**config.mk**
```make
export PLATFORM = sky130hd
export DESIGN_NAME = door_gap_req_filter
export DESIGN_NICKNAME = d
export VERILOG_FILES = /design/src/rtl/rqf_pkg.sv /design/src/rtl/rqf_permit_reg.sv /design/src/rtl/rqf_lane.sv /design/src/rtl/door_gap_req_filter.sv
export SDC_FILE = /design/constraint.sdc
export NUM_CORES = 1
export LEC_CHECK = 0
export BUFFER_PORTS_ARGS = -buffer_cell sky130_fd_sc_hd__buf_2
export CAP_MARGIN = 20
export CORE_AREA = 2 2 39 41
export DETAILED_ROUTE_END_ITERATION = 16
export DIE_AREA = 0 0 41 43
export HOLD_SLACK_MARGIN = 0.15
export PLACE_DENSITY = 0.39
export SLEW_MARGIN = 0
export SYNTH_ARGS = -nofsm -noshare
export SYNTH_HDL_FRONTEND = slang
export SYNTH_SLANG_ARGS = --single-unit
```
**constraint.sdc**
```tcl
create_clock -name clk -period 2.8 [get_ports clk]
set_clock_uncertainty 0.2 [all_clocks]
set_input_delay 0.56 -clock clk [delete_from_list [all_inputs] [get_ports clk]]
set_output_delay 0.56 -clock clk [all_outputs]
set_load 0.03 [all_outputs]
```
**src/rtl/rqf_pkg.sv**
```systemverilog
package rqf_pkg;

    localparam int NLANE = 5;

    typedef enum int unsigned {
        LN_OPEN_EXT = 0,
        LN_OPEN_INT = 1,
        LN_CLOSE    = 2,
        LN_DEPLOY   = 3,
        LN_WITHDRAW = 4
    } lane_e;

    typedef struct packed {
        logic door_closed;
        logic door_open;
        logic gap_in;
        logic gap_out;
    } sensors_t;

    // Permission for each lane, derived from one sensor sample.
    function automatic logic [NLANE-1:0] lane_permits(
        input sensors_t s,
        input logic     gate_close,
        input logic     gate_deploy
    );
        logic [NLANE-1:0] p;
        logic open_ok;
        logic wd_ok;
        open_ok = s.gap_out & ~s.gap_in;
        wd_ok   = s.door_closed & ~s.door_open;
        p[LN_OPEN_EXT] = open_ok;
        p[LN_OPEN_INT] = open_ok;
        p[LN_CLOSE]    = gate_close  ? s.gap_out     : 1'b1;
        p[LN_DEPLOY]   = gate_deploy ? s.door_closed : 1'b1;
        p[LN_WITHDRAW] = wd_ok;
        return p;
    endfunction

endpackage

```
**src/rtl/rqf_permit_reg.sv**
```systemverilog
module rqf_permit_reg
    import rqf_pkg::*;
#(
    parameter bit GATE_CLOSE  = 1'b0,
    parameter bit GATE_DEPLOY = 1'b0
) (
    input  logic             clk,
    input  logic             rst,
    input  sensors_t         sns,
    output logic [NLANE-1:0] permit
);

    always_ff @(posedge clk) begin
        if (rst) begin
            permit <= '0;
        end else begin
            permit <= lane_permits(sns, GATE_CLOSE, GATE_DEPLOY);
        end
    end

endmodule

```
**src/rtl/rqf_lane.sv**
```systemverilog
module rqf_lane (
    input  logic raw,
    input  logic permit,
    output logic filt,
    output logic held
);

    always_comb begin
        filt = raw & permit;
        held = raw & ~permit;
    end

endmodule

```
**src/rtl/door_gap_req_filter.sv**
```systemverilog
module door_gap_req_filter
    import rqf_pkg::*;
#(
    parameter bit GATE_CLOSE  = 1'b0,
    parameter bit GATE_DEPLOY = 1'b0
) (
    input  logic             clk,
    input  logic             rst,
    input  logic [NLANE-1:0] raw_req,
    input  logic             sns_door_closed,
    input  logic             sns_door_open,
    input  logic             sns_gap_in,
    input  logic             sns_gap_out,
    output logic [NLANE-1:0] filt_req,
    output logic [NLANE-1:0] held
);

    sensors_t         sns;
    logic [NLANE-1:0] permit;

    always_comb begin
        sns.door_closed = sns_door_closed;
        sns.door_open   = sns_door_open;
        sns.gap_in      = sns_gap_in;
        sns.gap_out     = sns_gap_out;
    end

    rqf_permit_reg #(
        .GATE_CLOSE  (GATE_CLOSE),
        .GATE_DEPLOY (GATE_DEPLOY)
    ) u_permit (
        .clk    (clk),
        .rst    (rst),
        .sns    (sns),
        .permit (permit)
    );

    for (genvar i = 0; i < NLANE; i++) begin : g_lane
        rqf_lane u_lane (
            .raw    (raw_req[i]),
            .permit (permit[i]),
            .filt   (filt_req[i]),
            .held   (held[i])
        );
    end

    // first cycle out of reset lets nothing through
    assert_reset_quiet_R1: assert property (@(posedge clk) disable iff (rst)
        $past(rst) |-> (filt_req == '0));

    // an open reaches the door only if the step was seen deployed
    assert_open_needs_gap_R4: assert property (@(posedge clk) disable iff (rst)
        (filt_req[LN_OPEN_EXT] || filt_req[LN_OPEN_INT])
            |-> $past(sns_gap_out && !sns_gap_in));

    // a withdraw reaches the step only if the door was seen closed
    assert_withdraw_needs_closed_R5: assert property (@(posedge clk) disable iff (rst)
        filt_req[LN_WITHDRAW] |-> $past(sns_door_closed && !sns_door_open));

    if (!GATE_DEPLOY) begin : g_deploy_free
        // ungated deploy follows its raw line once out of reset
        assert_deploy_pass_R6: assert property (@(posedge clk) disable iff (rst)
            !$past(rst) |-> (filt_req[LN_DEPLOY] == raw_req[LN_DEPLOY]));
    end

    if (!GATE_CLOSE) begin : g_close_free
        // ungated close follows its raw line once out of reset
        assert_close_pass_R6: assert property (@(posedge clk) disable iff (rst)
            !$past(rst) |-> (filt_req[LN_CLOSE] == raw_req[LN_CLOSE]));
    end

endmodule

```
Yosys cells after proc, flatten, opt, wreduce, memory -nomap -nowiden:

Cells that the tools add are included.

* bits in registers: 5
* input port bits: 11
* output and inout port bits: 10
* logic and storage cells: 22

* mux-type cells: 1
* bitwise operators: 19

Operator list (number)
* $and 1x1->1: 12
* $not 1->1: 7
* $mux 4: 1

Depth between registers and ports, before layout:

Gate-level depths: netlist (run 1).

* depth after elaboration: 3
* mapped depth: 2
* depth with buffers taken out: 1

By module:

A second synthesis (run 1) with hierarchy kept.

* cell total of the unflattened synthesis: 18
* area total of the unflattened synthesis: 185.2 µm²

By module, submodules not included
* rqf_permit_reg: instances 1, cells an instance 8, area an instance 103.8 µm², seq. area each 60.1 µm²
* rqf_lane: instances 5, cells an instance 2, area an instance 16.3 µm², seq. area each 0.0 µm²

Least setup slack after synthesis (run 1):

Ideal clock, no wire load.

* path kind: input to output
* from: in raw_req[1]
* to: out filt_req[1]
* data arrival time: 848 ps
* data required time: 2040 ps
* path slack: 1192 ps
* stages on the path: 2
* path buffers: 1
* cell sequence: and2_1 > buf_4

* longest elaborated chain between the ends: 1

RTL lines
* start, declared: RTL line door_gap_req_filter.sv:9 `input logic [NLANE-1:0] raw_req,`
* $and 1x1->1: RTL line rqf_lane.sv:9 `filt = raw & permit;`
* end, declared: RTL line door_gap_req_filter.sv:14 `output logic [NLANE-1:0] filt_req,`

Every way passes these cells.

Worst setup path in the final report (run 1):

* from: in raw_req[2]
* to: out filt_req[2]

The elaborated chain is that of the path after synthesis.

==> results.txt, run 1 <==
CP most frequent cell: buf_2
Tightest Pin Transition: 155.8 ps
Antenna violations before repair: 0
H-Tree Depth: 1
Die Area: 1763 um2
CTS max path bufs: 2
Vias in the first global route: 168
Main flop type after synthesis: dfxtp_1
I/O Pins: 21
Via count: 198
DRT iter0 DRCs: 0
Final setup vio count: 0
Final Max Slew Viols: 0
Congestion Overflow GR: 0
Crit path capture type: output port
Resize count post-CTS: 0
Outcome: finished, final reports clean
Flop pwr share: 0.299
Number of flip-flops in the largest register: 3
Lkg Pwr: 0.0001611 uW
Arr. time, crit path: 970 ps
Post-route setup TNS: 0 ps
DR WL/cell: 6.661 um
Crit path to: filt_req[2]
Final Critical Period: 1729 ps
Share of the yosys chip area belonging to registers: 0.2775
Ys Warns: 0
Internal power: 111.8 uW
Clock-pin slew on the worst setup and hold paths: 40 ps
Number of remaining DRC errors: 0
Die Wd: 41 um
N_diodes: 0
Max Fanout on Critical Path: 2
Slowest CP cell: buf_2
Worst hold slack: 289.5 ps
Clock sinks: 3
Combinational share of power: 0.219
Drt pass-1 iters: 1
GP Congestion: 0.4764
CP Launch Type: primary input
CP Cell Sequence: buf_2 -> and2_1 -> buf_2
Die Y: 43 um
Pin count of the biggest net entering global routing: 5
CP peak stage delay: 170 ps
Biggest regs: u_permit.permit x3
Syn-to-layout area delta: 32.95%
Top-area cell type share of the netlist area: 0.3468
Rel. slew slack: 0.8959
# Post-CTS Setup Buffers: 0
Cell taking the most area after synthesis: buf_4
Root buffer cell: clkbuf_4
Global-route wire length before repair: 538 um
Routed Antenna Nets: 0
Mapped Cells: 26
Layout cells sized above 1: 0.5750
Largest Register: u_permit.permit
RSZ-0062 raised after global routing: no
Number of synthesized register bits: 3
Max-cap viol count: 0
Critical path origin: raw_req[2]
Mapped Nets: 37
Most common cell in the netlist: buf_4
Post-synth EDFFs: 0
CTS Hold Buffers Added: 0
Port Buffer Count: 20
Hold path startpoint: sns_door_open
Distinct cell type count after synthesis: 6
CP Class: primary input to output port
Power Density: 538.3 nW/um2
Final worst path period share: 0.6174
Net Switching: 43.16 uW
Initial Utilization: 0.1564
Worst setup margin: 1071 ps
WP data required: 2040 ps
Clk pwr share: 0.481
Fin. Hold Viols: 0
Sw Ratio: 0.2786
Place WS: 1068 ps
# rows: 14
Min-delay worst type: primary input to flop
Drt total wl: 373 um
Worst vdd ir: 219.7 uV
Commonest cells post-synth: 10 x buf_4, 5 x and2_1, 5 x nor2b_1
Area of the core: 1384 um2
Vias/cell: 3.536
Ranking of synthesized cells by area: buf_4 35%, dfxtp_1 28%, and2_1 14%, nor2b_1 14%, nor3b_1 6.9%
Synth async-reset ratio: 0
Synthesized area per cell: 8.325 um2
Synthesized area: 216.5 um2
TritonCTS clock tree: done
TritonCTS Buffers: 3
GRT Total Usage: 0.04805
Fmax: 578.5 MHz
Nets: 52
-- cells by family after synthesis --
| kind of cell | count (synthesis) | synth area share |
|---|---|---|
| buffers and inverters | 11 | 0.3641 |
| and+or+nand+nor | 12 | 0.3584 |
| DFF | 3 | 0.2775 |
-- metal layers --
layer | GRT usage | routed length [um] | vias to the layer above | part of all wire
met5 | 0 | 0 | - | 0
met4 | 0.04000 | 0 | 0 | 0
met3 | 0.03141 | 50 | 0 | 0.13
met2 | 0.07813 | 198 | 10 | 0.53
met1 | 0.03503 | 124 | 91 | 0.33
li1 | - | - | 97 | -
-- worst max-delay path: cells and delay by family --
| kind | cells | cell delay (ps) |
|---|---|---|
| buf+inv | 2 | 270 |
| simple gates | 1 | 140 |
-- cell usage in the layout, fill, tap and decap left out, drive strengths merged --
| cell type | instances |
|---|---|
| and2 | 5 |
| buf | 20 |
| clkbuf | 4 |
| nor2b | 5 |
| dfxtp | 3 |
| inv | 1 |
| nor3b | 2 |
-- power groups by stage --
stage | Clock [uW] | Combinational (uW) | Sequential (uW)
6_report | 74.6 | 34.0 | 46.4
5_1_grt | 84.1 | 37.1 | 46.7
4_1_cts | 80.0 | 34.5 | 46.5
3_5_place_dp | 0 | 34.3 | 47.2
3_3_place_gp | 0 | 34.1 | 47.1
2_1_floorplan | 0 | 30.3 | 46.6
-- layout make-up --
cell class,instances,area (um2)
repair buffers,20,100.1
fillers,161,1096
well taps,16,20.02
multi-input cells,12,77.57
flip-flops and latches,3,60.06
inverters,1,3.754
clock buffers,4,26.28
-- stage by stage --
step                      instances  total power [uW]    util  area (um2)
final                            56             154.9  0.2080       287.8
after global routing             56             167.9  0.2080       287.8
after CTS                        56             160.9  0.2080       287.8
after detailed placement         52             81.45  0.1890       261.5
after global placement           52             81.11  0.1890       261.5
after floorplan                  26             76.85       -       216.5
-- how the worst min path moves through the flow --
| stage | end | slack (ps) | cells past startpoint |
|---|---|---|---|
| 6_report | u_permit.permit[4] | 290 | 2 |
| 5_1_grt | u_permit.permit[1] | 280 | 2 |
| 4_1_cts | u_permit.permit[1] | 280 | 2 |
| 3_5_place_dp | u_permit.permit[1] | 530 | 2 |
| 3_3_place_gp | u_permit.permit[1] | 530 | 2 |
| 2_1_floorplan | u_permit.permit[2] | 420 | 1 |
(Power assumes the default switching activity.)
==> run 2: changes to the inputs <==
==> constraint.sdc (replaced) <==
create_clock -name clk -period 1.6 [get_ports clk]
set_clock_uncertainty 0.2 [all_clocks]
set_input_delay 0.32 -clock clk [delete_from_list [all_inputs] [get_ports clk]]
set_output_delay 0.32 -clock clk [all_outputs]
set_load 0.03 [all_outputs]
==> results.txt, run 2 (synthesis results as in run 1) <==
# rows: 14
N_diodes: 0
Non-Filler Instances: 61
Worst vdd ir: 385.8 uV
Worst hold slack: 590.5 ps
Antenna violations before repair: 0
Die Wd: 41 um
DRT iter0 DRCs: 1
Area of the multi-input gates: 77.57 um2
Die Area: 1763 um2
Fin. Hold Viols: 0
Die Y: 43 um
Final worst path period share: 0.8904
# Post-CTS Setup Buffers: 0
Arr. time, crit path: 900 ps
Final setup vio count: 0
Area of the core: 1384 um2
Vias in the first global route: 214
Resize count post-CTS: 0
Outcome: finished, final reports clean
Post-Place Cells: 52
Pin count of the biggest net entering global routing: 5
Max-cap viol count: 0
# fillers: 158
Congestion Overflow GR: 0
Max Fanout on Critical Path: 4
TritonCTS Buffers: 3
Worst setup margin: 175.3 ps
DR WL/cell: 6.934 um
Post-route setup TNS: 0 ps
Global-route wire length before repair: 648 um
Place WS: 348.1 ps
TritonCTS clock tree: done
Min-delay worst type: primary input to flop
Power Density: 830.3 nW/um2
Number of remaining DRC errors: 0
GP Congestion: 0.4764
GRT Total Usage: 0.05606
Drt total wl: 423 um
CP Launch Type: flop
Layout cells sized above 1: 0.5111
Initial Utilization: 0.1564
Port Buffer Count: 20
CP Class: flop to output port
Biggest regs: u_permit.permit x3
Drt pass-1 iters: 2
Most common cell after layout, fill and taps aside: buf_2
Clock sinks: 3
CTS max path bufs: 2
Number of flip-flops in the largest register: 3
I/O Pins: 21
Hold path startpoint: sns_gap_in
Total power: 280.5 uW
Rel. slew slack: 0.8959
Nets: 57
Tightest Pin Transition: 155.8 ps
Most frequent cells in the layout: 20 x buf_2, 5 x nor2b_1, 5 x and2_1, 5 x dlygate4sd3_1
FF/Latch Area: 60.06 um2
Root buffer cell: clkbuf_4
Routed Antenna Nets: 0
Crit path capture type: output port
WP data required: 1080 ps
Vias/cell: 3.574
Syn-to-layout area delta: 56.07%
Final Critical Period: 1425 ps
RSZ-0062 raised after global routing: no
Final Max Slew Viols: 0
Lkg Pwr: 0.0001820 uW
H-Tree Depth: 1
Largest Register: u_permit.permit
Fmax: 701.9 MHz
Via count: 218
Clock-pin slew on the worst setup and hold paths: 40 ps
Critical path origin: u_permit.permit[1]
## run 2: changes by cell type in the layout (fill, tap and decap cells not counted)
cell,before,now
dlygate4sd3_1,0,5
## run 2: area by class of cell
| cell class | instances | share of cell area |
|---|---|---|
| clock buffers | 4 | 0.07778 |
| well taps | 16 | 0.05926 |
| repair buffers | 25 | 0.4444 |
| flip-flops and latches | 3 | 0.1778 |
| multi-input cells | 12 | 0.2296 |
| inverters | 1 | 0.01111 |
## run 2: final timing paths
path | to | slack, ps | depth (start not counted)
setup / recovery | filt_req[0] | 180 | 2
hold / removal | u_permit.permit[1] | 590 | 3
## run 2: per-layer routing
layer / vias up / GRT usage / routed length [um]
li1: 106 / - / -
met1: 102 / 0.03503 / 144
met2: 10 / 0.1031 / 234
met3: 0 / 0.03141 / 44
met4: 0 / 0.04000 / 0
met5: - / 0 / 0
## run 2: power by group
group / switching (uW) / leakage (uW) / total, uW / internal (uW)
Clock: 37.2 / 0.0000150 / 131 / 93.3
Combinational: 37.2 / 0.000142 / 68.8 / 31.5
Sequential: 2.47 / 0.0000249 / 81.1 / 78.7
Total: 77.0 / 0.000182 / 280 / 204
## run 2: through the flow
step,area [um2],utilization
2_1_floorplan,216.5,-
3_3_place_gp,261.5,0.1890
3_5_place_dp,261.5,0.1890
4_1_cts,337.8,0.2441
5_1_grt,337.8,0.2441
6_report,337.8,0.2441
## run 2: worst max-delay path, stage by stage, from the launching register on
cell and delay, ps:
dfxtp_1 360, and2_1 130, buf_2 190
## run 2: repair_timing
| action | CTS | global route |
|---|---|---|
| hold buffers | 5 | 0 |
| endpoints found under the setup margin | 0 | 0 |
| endpoints found under the hold margin | 3 | 0 |
==> run 3: changes to the inputs <==
--- a/config.mk
+++ b/config.mk
@@ -7,9 +7,9 @@
 export LEC_CHECK = 0
 export BUFFER_PORTS_ARGS = -buffer_cell sky130_fd_sc_hd__buf_2
 export CAP_MARGIN = 20
-export CORE_AREA = 2 2 39 41
+export CORE_AREA = 5 5 42 44
 export DETAILED_ROUTE_END_ITERATION = 16
-export DIE_AREA = 0 0 41 43
+export DIE_AREA = 0 0 47 49
 export HOLD_SLACK_MARGIN = 0.15
 export PLACE_DENSITY = 0.39
 export SLEW_MARGIN = 0
==> constraint.sdc (replaced) <==
create_clock -name clk -period 1.35 [get_ports clk]
set_clock_uncertainty 0.2 [all_clocks]
set_input_delay 0.27 -clock clk [delete_from_list [all_inputs] [get_ports clk]]
set_output_delay 0.27 -clock clk [all_outputs]
set_load 0.03 [all_outputs]
==> results.txt, run 3 (synthesis results as in run 1) <==
RSZ-0062 raised after global routing: yes
TritonCTS Buffers: 3
Nets: 57
Hold Crit Depth: 3
Max Fanout on Critical Path: 4
Post-Place Cells: 52
CP Launch Type: flop
Syn-to-layout area delta: 72.83%
GP Congestion: 0.5196
Most common cell after layout, fill and taps aside: buf_2
CP Class: flop to output port
Area of the multi-input gates: 77.57 um2
Rel. slew slack: 0.9034
Vias in the first global route: 198
Hold path startpoint: sns_gap_in
Post-route setup TNS: 0 ps
FF/Latch Area: 62.56 um2
Initial Utilization: 0.1545
Most frequent cells in the layout: 11 x buf_2, 6 x buf_4, 5 x nor2b_1, 5 x and2_1, 5 x dlygate4sd3_1
Lkg Pwr: 0.0001880 uW
Final setup vio count: 0
Worst hold endpoint: u_permit.permit[1]
Area of the core: 1401 um2
Via count: 205
Die Y: 49 um
Port Buffer Count: 20
Clock-pin slew on the worst setup and hold paths: 40 ps
Final Critical Period: 1314 ps
Die Area: 2303 um2
Crit path capture type: output port
TritonCTS clock tree: done
Final Max Slew Viols: 0
Drt pass-1 iters: 1
Power Density: 919.7 nW/um2
# fillers: 154
Max-cap viol count: 0
DR WL/cell: 7.689 um
GRT Total Usage: 0.04715
Vias/cell: 3.361
Fin. Hold Viols: 0
Fmax: 760.8 MHz
Place WS: 201.3 ps
WP data required: 880 ps
Root buffer cell: clkbuf_4
N_diodes: 0
Clock sinks: 3
Arr. time, crit path: 840 ps
Total power: 344.1 uW
Routed Antenna Nets: 0
DRT iter0 DRCs: 0
Final worst path period share: 0.9736
Pin count of the biggest net entering global routing: 5
Number of remaining DRC errors: 0
Non-Filler Instances: 61
Antenna violations before repair: 0
Worst hold slack: 531.3 ps
Drt total wl: 469 um
H-Tree Depth: 1
Outcome: finished, final reports clean
Tightest Pin Transition: 144.5 ps
Congestion Overflow GR: 0
# rows: 14
Min-delay worst type: primary input to flop
CTS max path bufs: 2
Worst setup margin: 35.60 ps
Number of flip-flops in the largest register: 3
Die Wd: 47 um
Biggest regs: u_permit.permit x3
I/O Pins: 21
Global-route wire length before repair: 724 um
Worst vdd ir: 296.3 uV
Layout cells sized above 1: 0.5556
Largest Register: u_permit.permit
## run 3: per-layer routing
| layer | track usage | up-vias | share of wire |
|---|---|---|---|
| met3 | 0.01107 | 0 | 0.17 |
| met2 | 0.07240 | 16 | 0.49 |
| met4 | 0.05530 | 0 | 0 |
| li1 | - | 106 | - |
| met5 | 0 | - | 0 |
| met1 | 0.04386 | 83 | 0.34 |
## run 3: worst max path at each step
stage | slack (ps) | to | from
floorplan | 280 | filt_req[0] | u_permit.permit[1]
global placement | 200 | filt_req[1] | raw_req[1]
detailed placement | 200 | filt_req[4] | raw_req[4]
CTS | 0.3 | filt_req[0] | u_permit.permit[1]
global route | 1 | held[3] | u_permit.permit[2]
finish | 40 | filt_req[0] | u_permit.permit[1]
## run 3: cell type report
cell class	count	share of cell area
Timing Repair Buffer	25	0.4916
Inverter	1	0.01003
Clock buffer	4	0.07023
Multi-Input combinational cell	12	0.2074
Tap cell	16	0.05351
Sequential cell	3	0.1672
## run 3: critical path: stages (launching register included)
cell and delay (ps):
dfxtp_2 320, and2_1 160, buf_6 130
## run 3: where the power goes
part	switching (uW)	leakage [uW]	total [uW]	internal [uW]
clock network	44.0	0.0000150	155	111
logic	45.9	0.000148	92.7	46.8
registers	3.01	0.0000253	96.8	93.8
total	92.9	0.000188	344	251
## run 3: repair_timing
action	in CTS	in global routing
gates resized for setup	6	13
setup endpoints to repair	4	8
hold buffers	5	0
hold endpoints to repair	3	0
buffers inserted	0	0
## run 3: metrics by stage
step           instance area, um2    util
4_1_cts                     350.3  0.2500
3_5_place_dp                261.5  0.1866
5_1_grt                     374.1  0.2670
2_1_floorplan               216.5       -
3_3_place_gp                261.5  0.1866
6_report                    374.1  0.2670
